`config.mk`:
```
export PLATFORM = sky130hd
export DESIGN_NAME = centered_pwm
export DESIGN_NICKNAME = d
export VERILOG_FILES = /design/src/rtl/pwm_pkg.sv /design/src/rtl/pwm_code_reg.sv /design/src/rtl/pwm_period_ctr.sv /design/src/rtl/pwm_compare.sv /design/src/rtl/centered_pwm.sv
export SDC_FILE = /design/constraint.sdc
export NUM_CORES = 1
export LEC_CHECK = 0
export BUFFER_PORTS_ARGS = -buffer_cell sky130_fd_sc_hd__buf_2
export CORE_UTILIZATION = 30
export DETAILED_ROUTE_END_ITERATION = 8
export PLACE_DENSITY_LB_ADDON = 0.25
export SYNTH_ARGS = -nofsm -noshare
export SYNTH_HDL_FRONTEND = slang
export SYNTH_HIERARCHICAL = 1
export SYNTH_SLANG_ARGS = --single-unit
```
`constraint.sdc`:
```
create_clock -name clk -period 2.5 [get_ports clk]
set_clock_uncertainty 0.1 [all_clocks]
set_input_delay 0.375 -clock clk [delete_from_list [all_inputs] [get_ports clk]]
set_output_delay 0.375 -clock clk [all_outputs]
set_load 0.02 [all_outputs]
```
`src/rtl/pwm_pkg.sv`:
```
package pwm_pkg;
  localparam int unsigned DEF_DATA_W = 16;
  localparam int unsigned DEF_CODE_W = 12;

  // Run state of the modulator
  typedef enum logic {
    PWM_STOPPED = 1'b0,
    PWM_RUNNING = 1'b1
  } pwm_run_e;
endpackage

```
`src/rtl/pwm_code_reg.sv`:
```
module pwm_code_reg #(
  parameter int unsigned DATA_W = pwm_pkg::DEF_DATA_W,
  parameter int unsigned CODE_W = pwm_pkg::DEF_CODE_W
) (
  input  logic              clk,
  input  logic              rst,
  input  logic              wr_en,
  input  logic [DATA_W-1:0] wr_data,
  output logic [CODE_W-1:0] code_q
);
  localparam int unsigned LOW_W = DATA_W - CODE_W;

  // Only the upper slice is kept; the low slice belongs to other consumers.
  generate
    if (LOW_W > 0) begin : g_low
      logic unused_low;
      assign unused_low = ^wr_data[LOW_W-1:0];
    end
  endgenerate

  always_ff @(posedge clk) begin
    if (rst) begin
      code_q <= '0;
    end else if (wr_en) begin
      code_q <= wr_data[DATA_W-1 -: CODE_W];
    end
  end
endmodule

```
`src/rtl/pwm_period_ctr.sv`:
```
module pwm_period_ctr #(
  parameter int unsigned CODE_W = pwm_pkg::DEF_CODE_W
) (
  input  logic              clk,
  input  logic              rst,
  input  logic              enable,
  output logic [CODE_W-1:0] cnt_q,
  output logic              wrap
);
  import pwm_pkg::*;

  localparam logic [CODE_W-1:0] CNT_LAST = '1;

  pwm_run_e run_state;
  assign run_state = enable ? PWM_RUNNING : PWM_STOPPED;

  assign wrap = (run_state == PWM_RUNNING) && (cnt_q == CNT_LAST);

  always_ff @(posedge clk) begin
    if (rst || run_state == PWM_STOPPED) begin
      cnt_q <= '0;
    end else begin
      cnt_q <= cnt_q + 1'b1;
    end
  end
endmodule

```
`src/rtl/pwm_compare.sv`:
```
module pwm_compare #(
  parameter int unsigned CODE_W = pwm_pkg::DEF_CODE_W
) (
  input  logic              clk,
  input  logic              rst,
  input  logic              enable,
  input  logic              load,
  input  logic [CODE_W-1:0] code_q,
  input  logic [CODE_W-1:0] cnt_q,
  output logic [CODE_W-1:0] thr_q,
  output logic              pwm_out
);
  localparam logic [CODE_W-1:0] THR_HALF = {1'b1, {(CODE_W-1){1'b0}}};

  // Two's complement to offset binary: flip the sign bit.
  logic [CODE_W-1:0] thr_next;
  generate
    if (CODE_W > 1) begin : g_wide
      assign thr_next = {~code_q[CODE_W-1], code_q[CODE_W-2:0]};
    end else begin : g_narrow
      assign thr_next = ~code_q;
    end
  endgenerate

  always_ff @(posedge clk) begin
    if (rst) begin
      thr_q <= THR_HALF;
    end else if (load) begin
      thr_q <= thr_next;
    end
  end

  always_ff @(posedge clk) begin
    if (rst) begin
      pwm_out <= 1'b0;
    end else begin
      pwm_out <= enable && (cnt_q < thr_q);
    end
  end
endmodule

```
`src/rtl/centered_pwm.sv`:
```
module centered_pwm #(
  parameter int unsigned DATA_W = pwm_pkg::DEF_DATA_W,
  parameter int unsigned CODE_W = pwm_pkg::DEF_CODE_W
) (
  input  logic              clk,
  input  logic              rst,
  input  logic              wr_en,
  input  logic [DATA_W-1:0] wr_data,
  input  logic              enable,
  output logic              pwm_out
);
  logic [CODE_W-1:0] code_q;
  logic [CODE_W-1:0] cnt_q;
  logic [CODE_W-1:0] thr_q;
  logic              wrap;
  logic              load;

  // Track the holding register while stopped; otherwise only at the wrap.
  assign load = !enable || wrap;

  pwm_code_reg #(.DATA_W(DATA_W), .CODE_W(CODE_W)) u_code (
    .clk     (clk),
    .rst     (rst),
    .wr_en   (wr_en),
    .wr_data (wr_data),
    .code_q  (code_q)
  );

  pwm_period_ctr #(.CODE_W(CODE_W)) u_ctr (
    .clk    (clk),
    .rst    (rst),
    .enable (enable),
    .cnt_q  (cnt_q),
    .wrap   (wrap)
  );

  pwm_compare #(.CODE_W(CODE_W)) u_cmp (
    .clk     (clk),
    .rst     (rst),
    .enable  (enable),
    .load    (load),
    .code_q  (code_q),
    .cnt_q   (cnt_q),
    .thr_q   (thr_q),
    .pwm_out (pwm_out)
  );
endmodule

```
# --- Word level (Yosys, flattened, before mapping) ---
# Index checks and enable logic that the tools add are counted.
op_classes:
  add_sub_neg: 1
  order_cmp: 1
  n_eq_ne: 1
  mux: 1
  bitwise_logic: 2
  reduce_logical: 5
op_table:
  columns: ["operator", "count"]
  rows:
  - ["12-bit by 1-bit adder with 12-bit output (second input constant)", 1]
  - ["12-bit == test (second input constant)", 1]
  - ["12-bit less-than comparator", 1]
  - ["1-bit logical AND", 2]
  - ["1-bit logical OR", 2]
  - ["1-bit NOT", 2]
  - ["1-bit zero test", 1]
  - ["1-bit 2-to-1 mux", 1]
totals:
  reg_bits: 37
  in_bits: 20
  wordCells: 15

# --- Logic depth before layout (Yosys ltp) ---
logic_depth:
  ltp_word: 3
  ltp_mapped: 7
  ltp_nobuf: 7

# --- Hierarchy ---
# The synthesis kept the hierarchy.
by_module_without_submodules:
  columns: ["mod", "instances", "cells_each", "area_per_inst_um2", "seq_area_each_um2"]
  rows:
  - ["pwm_compare", 1, 78, 738.2, 260.2]
  - ["pwm_period_ctr", 1, 58, 519.2, 240.2]
  - ["pwm_code_reg", 1, 38, 420.4, 240.2]
  - ["centered_pwm", 1, 1, 6.3, 0.0]

# --- Least setup slack after synthesis ---
# No wires, ideal clock.
synth_timing:
  path_kind: "flip-flop to flip-flop"
  start: "register u_ctr.cnt_q[0]"
  end: "register u_cmp.thr_q[0]"
  setup_time_ps: 128
  t_arrival_ps: 1587
  t_required_ps: 2272
  path_slack_ps: 686
  path_stages_with_launch: 8
  path_buffers: 1
  period_less_slack_ps: 1814
  cell_sequence: "dfxtp_1 > ha_1 > nand3_2 > nor4_1 > nand2b_1 > buf_6 > mux2i_1 > nor2_1"
synth_via:
  elab_chain_cells: 3
synth_rtl:
  columns: ["item", "line", "text"]
  rows:
  - ["start: declaration", "pwm_period_ctr.sv:7", "output logic [CODE_W-1:0] cnt_q,"]
  - ["start signal: assignment", "pwm_period_ctr.sv:23", "cnt_q <= cnt_q + 1'b1;"]
  - ["12-bit == test", "pwm_period_ctr.sv:17", "assign wrap = (run_state == PWM_RUNNING) && (cnt_q == CNT_LAST);"]
  - ["1-bit logical AND", "pwm_period_ctr.sv:17", null]
  - ["net wrap", "centered_pwm.sv:15", "logic wrap;"]
  - ["1-bit logical OR", "centered_pwm.sv:19", "assign load = !enable || wrap;"]
  - ["net load", "centered_pwm.sv:16", "logic load;"]
  - ["end signal: assignment", "pwm_compare.sv:29", "thr_q <= thr_next;"]
  - ["end: declaration", "pwm_compare.sv:10", "output logic [CODE_W-1:0] thr_q,"]
# The timed path passes the listed nets, and every way through them passes these cells.
# A chain may end at the register's enable or synchronous reset.

# --- Final worst setup path ---
layout_timing:
  start: "register u_ctr.cnt_q[0]"
  end: "register u_cmp.thr_q[8]"
# The elaborated chain is that of the path after synthesis.

==> results.json <==
{
  "status": "completed",
  "die_w_um": 76.9,
  "cts_tree": "done",
  "fin_setup_tns_ns": 0,
  "rrSetupSlack_ns": 0.48,
  "drive_above_1_share": 0.149,
  "root_buffer": "clkbuf_8",
  "worst_pin_slew_ns": 0.492,
  "rsz0062_at_grt": "no",
  "fin_crit_sh": 0.807,
  "cts_buffers": 5,
  "io_pins": 21,
  "io_buffer_count": 16,
  "num_vias": 1216,
  "nets": 226,
  "htreeDepth": 2,
  "cellLeakagePower_nw": 0.805,
  "async_flop_share": 0,
  "holdBufCountCts": 0,
  "rows": 26,
  "die-area_um2": 5920,
  "cts.repair.resized": 0,
  "startpoint_type": "flip-flop",
  "grt_max_degree": 28,
  "cts_setup_buffers": 0,
  "crit_arrival_ns": 2.07,
  "die_h_um": 76.9,
  "criticalPathCategory": "flip-flop to flip-flop",
  "ys_seq_elements": 37,
  "slew_headroom": 0.672,
  "layout_common_cells": "37 x dfxtp_1, 26 x nor2_1, 23 x mux2i_1",
  "yosysWarnings": 6,
  "first_pass_iters": 4,
  "vias_per_cell": 4.59,
  "syn_area_per_cell_um2": 9.62,
  "n_antenna_cell": 0,
  "grt_use_met1": 0.142,
  "area_growth_pct": 15.3,
  "netlist_instances": 175,
  "avgRoutedWirePerCell_um": 11.5,
  "hold_depth": 3,
  "hpwl_mm": 2.13,
  "drc": 0,
  "synth_fp_nets": 207,
  "grt-busiest-layer": "met2",
  "fin_crit_ns": 2.02,
  "gp_congestion": 0.661,
  "powerDensity_nw_per_um2": 634,
  "path_clk_slew_ns": 0.08,
  "seq_area_frac_synth": 0.440,
  "placed_area_um2": 1830,
  "grt.overflow.total": 0,
  "grtUsageMet3": 0.0333,
  "grt_pass1_vias": 1146,
  "initial_core_util": 0.320,
  "finalHoldViolCount": 0,
  "antenna_found_initial": 0,
  "grt_pass1_wl_mm": 5.18,
  "clockBufferDepth": 2,
  "layout_commonest_cell": "dfxtp_1",
  "rr_worst_depth": 7,
  "core_um2": 5270,
  "crit_required_ns": 2.55,
  "drt_iter0_drc": 70,
  "netlist_area_um2": 1680,
  "drv_slew": 0,
  "ys_types": 31,
  "max-cap-violations": 0,
  "synth-edff-count": 0,
  "cts_sinks": 37,
  "totalWireLength_mm": 3.05,
  "ant_nets": 0,
  "max_clock_freq_mhz": 496,
  "end_kind": "flip-flop",
  "hold_path.class": "input port to flip-flop",
  "grtUsageTotal": 0.112,
  "synth_flop_cell": "dfxtp_1",
  "clock_latency_ns": 0.28,
  "path_max_fanout": 13,
  "design_area_um2": 1940,
  "setup_viol": 0,
  "ir_worst_vdd_mv": 0.281,
  "grt_util_met2": 0.170
}
synthesized netlist by cell type (all sizes together), types with 2 or more instances:
master | instances | area share
dfxtp | 37 | 0.44
nor2 | 26 | 0.058
mux2i | 23 | 0.14
ha | 12 | 0.089
inv | 12 | 0.027
a21oi | 11 | 0.039
nand2 | 7 | 0.016
o21ai | 6 | 0.018
nand3 | 5 | 0.018
nand4 | 4 | 0.019
or3 | 4 | 0.015
buf | 3 | 0.016
nand2b | 3 | 0.011
o31ai | 3 | 0.013
or4 | 3 | 0.013
a211oi | 2 | 0.0089
and2 | 2 | 0.0074
clkbuf | 2 | 0.0045
nor3b | 2 | 0.012
o211ai | 2 | 0.012
xnor2 | 2 | 0.010
worst max-delay path, cell delays in order (launching register included):
cell      delay [ns]
dfxtp_1         0.43
ha_1            0.24
nand3_2         0.17
nor4_1          0.28
nand2b_1        0.13
buf_4           0.24
mux2i_1         0.22
nor2_1          0.06
cell families (layout without fill, tap and decap cells):
kind of cell / after synthesis / in the layout / share of synthesized area
AO/OA/AOI/OAI: 25 / 25 / 0.0958
XOR/XNOR: 3 / 3 / 0.0156
adder cells (fa/ha/maj): 12 / 12 / 0.0892
buffers and inverters: 17 / 37 / 0.0468
flip-flops: 37 / 37 / 0.440
multiplexers: 23 / 23 / 0.137
AND/OR/NAND/NOR: 58 / 58 / 0.176
worst paths after layout:
kind | startpoint | to
hold reg to reg | u_cmp/thr_q[6]$_SDFFE_PP0P_ | u_cmp/thr_q[6]$_SDFFE_PP0P_
setup reg to reg | u_ctr/cnt_q[0]$_SDFF_PP0_ | u_cmp/thr_q[8]$_SDFFE_PP0P_
hold / removal | wr_data[7] | u_code/code_q[3]$_SDFFE_PP0P_
setup / recovery | u_ctr/cnt_q[0]$_SDFF_PP0_ | u_cmp/thr_q[8]$_SDFFE_PP0P_
sequential cells by signal, indices dropped and copies added (netlist names):
register,flops
u_cmp/pwm_out,1
u_code/code_q,12
u_ctr/cnt_q,12
u_cmp/thr_q,12
where the power goes:
group / switching, mW / internal (mW)
Combinational: 0.0439 / 0.0400
Sequential: 0.0116 / 0.610
Clock: 0.200 / 0.325
Total: 0.255 / 0.975
stage by stage:
step	hold WS, ns	std cells	power, mW	util	worst slack (ns)
2_1_floorplan	0.347	175	0.694	-	0.686
3_3_place_gp	0.375	257	0.719	0.346	0.516
3_5_place_dp	0.381	257	0.721	0.346	0.494
4_1_cts	0.218	265	1.25	0.368	0.477
5_1_grt	0.225	265	1.29	0.368	0.299
6_report	0.225	265	1.23	0.368	0.483
routing by layer:
layer,up-vias,part of all wire
li1,646,-
met1,548,0.52
met2,20,0.43
met3,2,0.041
met4,0,0.0098
met5,-,0
layout make-up:
cell class,instances,area [µm²]
inverter,12,45.0
sequential,37,741
tap,70,87.6
clock inverter,1,30.0
fill,563,3330
multi-input combinational,121,865
clock buffer,7,86.3
timing repair buffer,17,87.6
No activity file was read; power rests on OpenSTA's default activity.
